### config.mk
export PLATFORM = sky130hd
export DESIGN_NAME = in_port_state_ctl
export DESIGN_NICKNAME = d
export VERILOG_FILES = /design/src/rtl/router_ctl_pkg.sv /design/src/rtl/flit_hdr_split.sv /design/src/rtl/xy_route_lut.sv /design/src/rtl/port_onehot.sv /design/src/rtl/in_port_state_ctl.sv
export SDC_FILE = /design/constraint.sdc
export NUM_CORES = 1
export LEC_CHECK = 0
export CAP_MARGIN = 20
export CORE_MARGIN = 5
export CORE_UTILIZATION = 42
export DETAILED_ROUTE_END_ITERATION = 12
export PLACE_DENSITY_LB_ADDON = 0.08
export SETUP_SLACK_MARGIN = 0.3
export SLEW_MARGIN = 10
export SYNTH_ARGS = -nofsm -noshare
export SYNTH_HDL_FRONTEND = slang
export SYNTH_HIERARCHICAL = 1
export SYNTH_SLANG_ARGS = --single-unit
export TNS_END_PERCENT = 5
### constraint.sdc
create_clock -name clk -period 4.8 [get_ports clk]
set_input_delay 0.96 -clock clk [delete_from_list [all_inputs] [get_ports clk]]
set_output_delay 0.96 -clock clk [all_outputs]
set_load 0.02 [all_outputs]
### src/rtl/router_ctl_pkg.sv
package router_ctl_pkg;

    localparam int KIND_W = 2;
    localparam int DEST_W = 6;
    localparam int HDR_W  = KIND_W + DEST_W;

    typedef enum logic [KIND_W-1:0] {
        FK_UNUSED = 2'b00,
        FK_TAIL   = 2'b01,
        FK_BODY   = 2'b10,
        FK_HEAD   = 2'b11
    } flit_kind_e;

    typedef enum logic [1:0] {
        ST_IDLE  = 2'd0,
        ST_CLAIM = 2'd1,
        ST_OPEN  = 2'd2
    } ctl_state_e;

endpackage

### src/rtl/flit_hdr_split.sv
module flit_hdr_split
    import router_ctl_pkg::*;
#(
    parameter int H_W = HDR_W,
    parameter int K_W = KIND_W,
    parameter int D_W = H_W - K_W
) (
    input  logic [H_W-1:0] hdr,
    output flit_kind_e     kind,
    output logic [D_W-1:0] dest
);
    // Kind code sits in the top bits, destination below it.
    assign kind = flit_kind_e'(hdr[H_W-1 -: K_W]);
    assign dest = hdr[D_W-1:0];
endmodule

### src/rtl/xy_route_lut.sv
module xy_route_lut #(
    parameter int D_W     = 6,
    parameter int HOME_X  = 3,
    parameter int HOME_Y  = 3,
    parameter int PIDX_W  = 3,
    localparam int C_W    = D_W / 2
) (
    input  logic [D_W-1:0]    dest,
    output logic [PIDX_W-1:0] port
);
    localparam logic [C_W-1:0] HX = C_W'(HOME_X);
    localparam logic [C_W-1:0] HY = C_W'(HOME_Y);

    logic [C_W-1:0] dx;
    logic [C_W-1:0] dy;

    assign dx = dest[D_W-1 -: C_W];
    assign dy = dest[C_W-1:0];

    // Dimension-ordered table: X resolved first, then Y, then local.
    always_comb begin
        if (dx > HX)      port = PIDX_W'(0);
        else if (dx < HX) port = PIDX_W'(1);
        else if (dy > HY) port = PIDX_W'(2);
        else if (dy < HY) port = PIDX_W'(3);
        else              port = PIDX_W'(4);
    end
endmodule

### src/rtl/port_onehot.sv
module port_onehot #(
    parameter int NPORT  = 5,
    parameter int PIDX_W = 3
) (
    input  logic [PIDX_W-1:0] idx,
    output logic [NPORT-1:0]  vec
);
    for (genvar i = 0; i < NPORT; i++) begin : g_bit
        assign vec[i] = (idx == PIDX_W'(i));
    end
endmodule

### src/rtl/in_port_state_ctl.sv
module in_port_state_ctl
    import router_ctl_pkg::*;
#(
    parameter int NPORT  = 5,
    parameter int H_W    = HDR_W,
    parameter int K_W    = KIND_W,
    parameter int HOME_X = 3,
    parameter int HOME_Y = 3,
    localparam int D_W    = H_W - K_W,
    localparam int PIDX_W = $clog2(NPORT)
) (
    input  logic              clk,
    input  logic              rst_n,
    input  logic [H_W-1:0]    hdr,
    input  logic              buf_valid,
    input  logic              grant,
    input  logic [NPORT-1:0]  others_hold,
    output logic [NPORT-1:0]  req,
    output logic              pop,
    output logic [PIDX_W-1:0] port_addr,
    output logic [NPORT-1:0]  hold
);
    ctl_state_e        state_q, state_d;
    logic [PIDX_W-1:0] port_q;
    logic [PIDX_W-1:0] lut_port;
    logic [NPORT-1:0]  port_vec;
    flit_kind_e        kind;
    logic [D_W-1:0]    dest;
    logic              blocked;
    logic              req_en;
    logic              latch_port;
    logic              is_payload;

    flit_hdr_split #(.H_W(H_W), .K_W(K_W), .D_W(D_W)) u_split (
        .hdr  (hdr),
        .kind (kind),
        .dest (dest)
    );

    xy_route_lut #(
        .D_W(D_W), .HOME_X(HOME_X), .HOME_Y(HOME_Y), .PIDX_W(PIDX_W)
    ) u_lut (
        .dest (dest),
        .port (lut_port)
    );

    port_onehot #(.NPORT(NPORT), .PIDX_W(PIDX_W)) u_onehot (
        .idx (port_q),
        .vec (port_vec)
    );

    assign blocked    = |(others_hold & port_vec);
    assign is_payload = (kind == FK_BODY) || (kind == FK_TAIL);
    assign latch_port = (state_q == ST_IDLE) && buf_valid && (kind == FK_HEAD);

    // State and stored port register.
    always_ff @(posedge clk or negedge rst_n) begin
        if (!rst_n) begin
            state_q <= ST_IDLE;
            port_q  <= '0;
        end else begin
            state_q <= state_d;
            if (latch_port) port_q <= lut_port;
        end
    end

    // Next-state logic.
    always_comb begin
        state_d = state_q;
        unique case (state_q)
            ST_IDLE: begin
                if (latch_port) state_d = ST_CLAIM;
            end
            ST_CLAIM: begin
                if (buf_valid && !blocked && grant) state_d = ST_OPEN;
            end
            ST_OPEN: begin
                if (buf_valid && grant && (kind == FK_TAIL)) state_d = ST_IDLE;
            end
            default: state_d = ST_IDLE;
        endcase
    end

    // Output logic.
    always_comb begin
        req_en = 1'b0;
        pop    = 1'b0;
        unique case (state_q)
            ST_IDLE: begin
                pop = buf_valid && (kind != FK_HEAD);
            end
            ST_CLAIM: begin
                req_en = buf_valid && !blocked;
                pop    = buf_valid && !blocked && grant;
            end
            ST_OPEN: begin
                req_en = buf_valid && is_payload;
                pop    = buf_valid && (!is_payload || grant);
            end
            default: begin
                req_en = 1'b0;
                pop    = 1'b0;
            end
        endcase
    end

    assign req       = port_vec & {NPORT{req_en}};
    assign hold      = port_vec & {NPORT{state_q == ST_OPEN}};
    assign port_addr = port_q;

endmodule

==> impl_metrics.json, run 1 <==
{
  "hold_viol": 0,
  "antenna_found_initial": 0,
  "slowest_stage": "clkdlybuf4s50_1",
  "pwr-share-clk_pct": 14.0,
  "die_h_microns": 48.17,
  "via_per_inst": 5.101,
  "grt_usage_pct": 13.19,
  "worstMarginPinSlew_ns": 0.3631,
  "seq_area_frac_synth_pct": 20.45,
  "ant_nets": 0,
  "slew_headroom_pct": 75.60,
  "yosysWarnings": 6,
  "placedInstanceArea_sq_um": 870.8,
  "synth-xor-area-share_pct": 0,
  "synth-compound-area-share_pct": 20.04,
  "synth_top_area_share_pct": 20.45,
  "peakVddDrop_v": 0.0002296,
  "final_cell_mix": "clkdlybuf4s50_1, ha_1",
  "synthDistinctLibCells": 30,
  "final_nets": 118,
  "worstSkewPairLatency_ns": 0.24,
  "cts_sinks": 5,
  "cpLargestDelayFamily": "buffers and inverters",
  "power-per-cell-area_nw_per_um2": 377.6,
  "p_int_mw": 0.1964,
  "drt_wl_total_microns": 1390,
  "gr-usage-met3_pct": 1.845,
  "sequentialPowerShare_pct": 22.5,
  "ys_ff_latch": 5,
  "drtIter0Drc": 8,
  "die-area_sq_um": 2320,
  "setup_tns_ns": 0,
  "reg2reg_setup_slack_ns": 3.08,
  "timing.rr.start": "port_addr[0]$_DFFE_PN0P_",
  "avgSynthCellArea_sq_um": 8.998,
  "gp_congestion": 0.7529,
  "cts_made_buffers": 3,
  "cp_max_fo": 5,
  "critPathMaxStageDelay_ns": 0.60,
  "cts_resized": 0,
  "fmax_mhz": 258.5,
  "seq_area_sq_um": 125.1,
  "cts_setup_buffers": 0,
  "drc_errors": 0,
  "cp.arrival_ns": 2.91,
  "slew_violations": 0,
  "cp_cell_sequence": "clkdlybuf4s50_1, inv_1, ha_1, nand3b_1, a21boi_2, and2_1, clkdlybuf4s50_1",
  "switching_share_pct": 42.02,
  "leakagePower_nw": 0.3798,
  "power.total_mw": 0.3387,
  "finClkSkew_ns": 0.003000,
  "synth.area.top_cells": "dfrtp_1, ha_1, buf_4",
  "path_buf_inv": 3,
  "gr-total-overflow": 0,
  "synthMuxAreaShare_pct": 7.362,
  "clkTransAtPathRegs_ns": 0.04,
  "grt_util_met2_pct": 24.48,
  "hold_buffers": 0,
  "synth_top_family_by_area": "simple AND/OR/NAND/NOR gates",
  "met1_usage_pct": 14.35,
  "crit_path_start": "hdr[7]",
  "cpMostUsedCell": "clkdlybuf4s50_1",
  "combPwrFrac_pct": 63.4,
  "worstSetupEndpointType": "output port",
  "first_global_vias": 545,
  "root_buffer": "clkbuf_4",
  "p_sw_mw": 0.1423,
  "grt_max_degree": 11,
  "critical_path.startpoint_type": "primary input",
  "worstSetupPathType": "in -> out",
  "crit_required_ns": 3.84,
  "drv_cap": 0,
  "hp-start": "state_q[0]$_DFFE_PN0P_",
  "fillCellCount": 128,
  "synth_area_sq_um": 611.8,
  "core_sq_um": 1334,
  "wl_per_cell_microns": 12.75,
  "synthCells": 68,
  "drive_above_1_share_pct": 18.09,
  "dp_hpwl_microns": 1156,
  "row_count": 13,
  "syn_to_final_growth_pct": 46.63,
  "start_util_pct": 45.87,
  "min_path_type": "reg -> reg",
  "cts_tree": "built",
  "layout.cells.most_common": "clkdlybuf4s50_1",
  "fin_area_sq_um": 897.1,
  "setup_violations": 0,
  "synth.net_count": 91,
  "grt.busiest_layer": "met2",
  "timing.final.crit_share_pct": 80.58,
  "synthAdderAreaFrac_pct": 12.27,
  "cts_buffer_depth": 2,
  "io_buffer_count": 30,
  "htree_levels": 1,
  "io_pins": 31,
  "drtPass1Iterations": 4,
  "synth-simple-area-share_pct": 26.99,
  "rsz0062_at_grt": "false",
  "layout_min_cycle_time_ns": 3.868,
  "outcome": "completed",
  "grt_pass1_wl_microns": 2194,
  "multiInputGateArea_sq_um": 407.9,
  "n_antenna_cell": 0,
  "dieWidth_microns": 48.17,
  "yosysTopAreaCell": "dfrtp_1",
  "via_count": 556
}
[worst reg2reg max path: cells and delay by family (launching register included)]
family             cells  cell delay (ns)
muxes                  1             0.33
and+or+nand+nor        2             0.42
DFF                    1             0.44
AOI/OAI and AO/OA      2             0.40
[logic make-up (layout without fill, tap and decap cells)]
kind of cell / Yosys count / in the layout
AOI/OAI and AO/OA: 15 / 15
adders and majority gates: 6 / 6
muxes: 4 / 4
DFF: 5 / 5
and+or+nand+nor: 25 / 25
buffers and inverters: 13 / 39
[synth_stat cells]
| cell type | number |
|---|---|
| a21bo_1 | 1 |
| and2_1 | 5 |
| buf_4 | 8 |
| o21a_1 | 1 |
| and3b_2 | 1 |
| mux2_2 | 3 |
| nand2_1 | 2 |
| nor3b_1 | 3 |
| inv_1 | 5 |
| nor2_1 | 2 |
| a21o_1 | 1 |
| a21oi_2 | 1 |
| nand3_1 | 1 |
| o211ai_2 | 1 |
| nor4_1 | 1 |
| mux2_1 | 1 |
| a2bb2oi_1 | 1 |
| a31oi_1 | 1 |
| nand4_2 | 1 |
| nand4_1 | 1 |
| dfrtp_1 | 5 |
| and2_2 | 5 |
| a22oi_1 | 2 |
| ha_1 | 6 |
| nor3_1 | 1 |
| nand3b_1 | 1 |
| a21boi_2 | 2 |
| o21ai_0 | 3 |
| a311oi_1 | 1 |
| nand2b_1 | 1 |
[final timing paths]
kind | end | depth (start not counted)
worst max-delay path | req[4] | 7
worst min-delay path | state_q[0]$_DFFE_PN0P_ | 1
worst max register to register | state_q[0]$_DFFE_PN0P_ | 5
worst min register to register | state_q[0]$_DFFE_PN0P_ | 1
max in group asynchronous | state_q[1]$_DFFE_PN0P_ | 1
min in group asynchronous | port_addr[1]$_DFFE_PN0P_ | 1
[power by group through the flow]
stage,logic [mW],clock network [mW],registers [mW]
after floorplan,0.139,0,0.0810
after CTS,0.218,0.0497,0.0763
after global placement,0.215,0,0.0759
after detailed placement,0.216,0,0.0770
final,0.215,0.0475,0.0763
after global routing,0.237,0.0516,0.0795
[area by class of cell]
class,count,area share (%)
flip-flops and latches,5,13.95
multi-input cells,50,45.47
clock buffers,4,2.929
repair buffers,30,33.47
inverters,5,2.092
well taps,15,2.092
[layer usage]
metal	routed length (microns)	part of all wire, %	vias up
met3	126	9.1	0
met2	663	48	17
met1	600	43	249
li1	-	-	290
met4	0	0	0
met5	0	0	-
[flip-flops by register name (all words and copies together) (netlist names)]
register	cells
state_q	2
port_addr	3
[metrics by stage]
stage	util [%]	setup slack, ns	instances	hold slack, ns
2_1_floorplan	-	1.893	68	0.5164
3_3_place_gp	65.29	0.9609	105	0.5548
3_5_place_dp	65.29	0.9163	105	0.5547
4_1_cts	67.26	0.9114	109	0.5647
5_1_grt	67.26	0.8435	109	0.5819
6_report	67.26	0.9321	109	0.5607
No activity file was read; power rests on OpenSTA's default activity.
==> inputs of run 2 (changes only) <==
--- a/config.mk
+++ b/config.mk
@@ -7,7 +7,7 @@
 export LEC_CHECK = 0
 export CAP_MARGIN = 20
 export CORE_MARGIN = 5
-export CORE_UTILIZATION = 42
+export CORE_UTILIZATION = 35
 export DETAILED_ROUTE_END_ITERATION = 12
 export PLACE_DENSITY_LB_ADDON = 0.08
 export SETUP_SLACK_MARGIN = 0.3
==> constraint.sdc (replaced) <==
create_clock -name clk -period 3.3 [get_ports clk]
set_input_delay 0.66 -clock clk [delete_from_list [all_inputs] [get_ports clk]]
set_output_delay 0.66 -clock clk [all_outputs]
set_load 0.02 [all_outputs]
==> impl_metrics.json, run 2 (synthesis results as in run 1) <==
{
  "drt_wl_total_microns": 1379,
  "clkTransAtPathRegs_ns": 0.04,
  "cp_max_fo": 5,
  "die-area_sq_um": 2684,
  "row_count": 15,
  "core_sq_um": 1689,
  "outcome": "completed",
  "gp_congestion": 0.7029,
  "p_int_mw": 0.2830,
  "power-per-cell-area_nw_per_um2": 534.4,
  "switching_share_pct": 42.09,
  "final_cell_mix": "clkdlybuf4s50_1, ha_1",
  "cts_tree": "built",
  "combPwrFrac_pct": 63.3,
  "cts_sinks": 5,
  "rsz0062_at_grt": "false",
  "setup_tns_ns": 0,
  "cpLargestDelayFamily": "buffers and inverters",
  "grt_pass1_wl_microns": 2173,
  "grt_usage_pct": 10.66,
  "crit_required_ns": 2.64,
  "hold_viol": 0,
  "fillCellCount": 160,
  "hold_buffers": 0,
  "io_buffer_count": 30,
  "io_pins": 31,
  "critPathMaxStageDelay_ns": 0.47,
  "slowest_stage": "clkdlybuf4s50_1",
  "worstSetupEndpointType": "output port",
  "layout_min_cycle_time_ns": 2.847,
  "drtPass1Iterations": 3,
  "critical_path.startpoint_type": "primary input",
  "p_sw_mw": 0.2057,
  "first_global_vias": 503,
  "slew_headroom_pct": 78.53,
  "via_count": 549,
  "wl_met1_microns": 683,
  "cts_made_buffers": 3,
  "htree_levels": 1,
  "syn_to_final_growth_pct": 49.49,
  "drv_cap": 0,
  "drive_above_1_share_pct": 20.00,
  "worstSetupPathType": "in -> out",
  "layout.cells.most_common": "clkdlybuf4s50_1",
  "final_util_pct": 54.15,
  "root_buffer": "clkbuf_4",
  "setup_violations": 0,
  "drtIter0Drc": 4,
  "antenna_found_initial": 0,
  "n_antenna_cell": 0,
  "die_h_microns": 51.81,
  "peakVddDrop_v": 0.0003325,
  "top_layer_used": "met3",
  "route.met2.wl_microns": 619,
  "final_nets": 119,
  "finClkSkew_ns": 0.0001377,
  "slew_violations": 0,
  "leakagePower_nw": 0.4748,
  "cp_cell_sequence": "clkdlybuf4s50_1, inv_1, ha_1, nand3b_1, a21boi_2, and2_1, dlymetal6s2s_1",
  "wl_met3_microns": 77,
  "grt_max_degree": 11,
  "cts_buffer_depth": 2,
  "drc_errors": 0,
  "dp_hpwl_microns": 1184,
  "start_util_pct": 36.22,
  "worstSkewPairLatency_ns": 0.24,
  "dieWidth_microns": 51.81,
  "sequentialPowerShare_pct": 22.6,
  "cp.arrival_ns": 2.19,
  "via_per_inst": 4.902,
  "pwr-share-clk_pct": 14.1,
  "path_buf_inv": 3,
  "fmax_mhz": 351.2,
  "wl_per_cell_microns": 12.31,
  "gr-total-overflow": 0,
  "worstMarginPinSlew_ns": 0.3196,
  "timing.final.crit_share_pct": 86.29,
  "min_path_type": "reg -> reg",
  "ant_nets": 0,
  "largest_reg_flops": 3
}
## run 2: cell count changes in the layout (fill, tap and decap cells not counted), sizes merged
cell,previous run,this run
clkdlybuf4s50,30,24
buf,0,1
dlymetal6s2s,0,5
clkbuf,4,5
## run 2: path summary, 6_finish.rpt
check                                          from  slack, ns                endpoint  cells past startpoint
setup reg to reg           port_addr[0]$_DFFE_PN0P_       1.59  state_q[0]$_DFFE_PN0P_                      5
min in group asynchronous                     rst_n       0.64  state_q[1]$_DFFE_PN0P_                      1
hold reg to reg              state_q[0]$_DFFE_PN0P_       0.56  state_q[0]$_DFFE_PN0P_                      1
hold / removal               state_q[0]$_DFFE_PN0P_       0.56  state_q[0]$_DFFE_PN0P_                      1
max in group asynchronous                     rst_n       2.48  state_q[0]$_DFFE_PN0P_                      1
setup / recovery                             hdr[7]       0.45                  req[3]                      7
## run 2: routing by layer
metal	vias up	global-route usage, %
li1	288	-
met1	244	15.29
met2	17	16.10
met3	0	1.433
met4	0	3.930
met5	-	0
## run 2: area by class of cell
type	instances	area, sq um	area share, %
Clock buffer	4	26.28	2.873
Sequential cell	5	125.1	13.68
Timing Repair Buffer	31	315.3	34.47
Inverter	5	18.77	2.052
Tap cell	17	21.27	2.326
Multi-Input combinational cell	50	407.9	44.60
## run 2: repair_timing
| action | 4_1_cts | 5_1_grt |
|---|---|---|
| gates cloned | 0 | 0 |
| setup buffers | 0 | 0 |
| setup endpoints to repair | 6 | 6 |
| resized for setup | 1 | 7 |
## run 2: metrics by stage
step | power [mW] | std cells | hold slack (ns) | cell area [sq um] | setup slack (ns)
6_report | 0.4887 | 112 | 0.5580 | 914.6 | 0.4525
5_1_grt | 0.5398 | 112 | 0.6045 | 914.6 | 0.3187
4_1_cts | 0.5021 | 112 | 0.5610 | 905.9 | 0.04589
3_5_place_dp | 0.4278 | 108 | 0.5513 | 880.8 | 0.03047
3_3_place_gp | 0.4256 | 108 | 0.5453 | 880.8 | 0.07046
2_1_floorplan | 0.3205 | 68 | 0.3644 | 611.8 | 0.9928
## run 2: power groups by stage
| stage | combinational (mW) | clock (mW) | sequential (mW) |
|---|---|---|---|
| 2_1_floorplan | 0.203 | 0 | 0.118 |
| 3_3_place_gp | 0.316 | 0 | 0.110 |
| 3_5_place_dp | 0.317 | 0 | 0.111 |
| 4_1_cts | 0.319 | 0.0730 | 0.111 |
| 5_1_grt | 0.348 | 0.0756 | 0.117 |
| 6_report | 0.309 | 0.0691 | 0.110 |
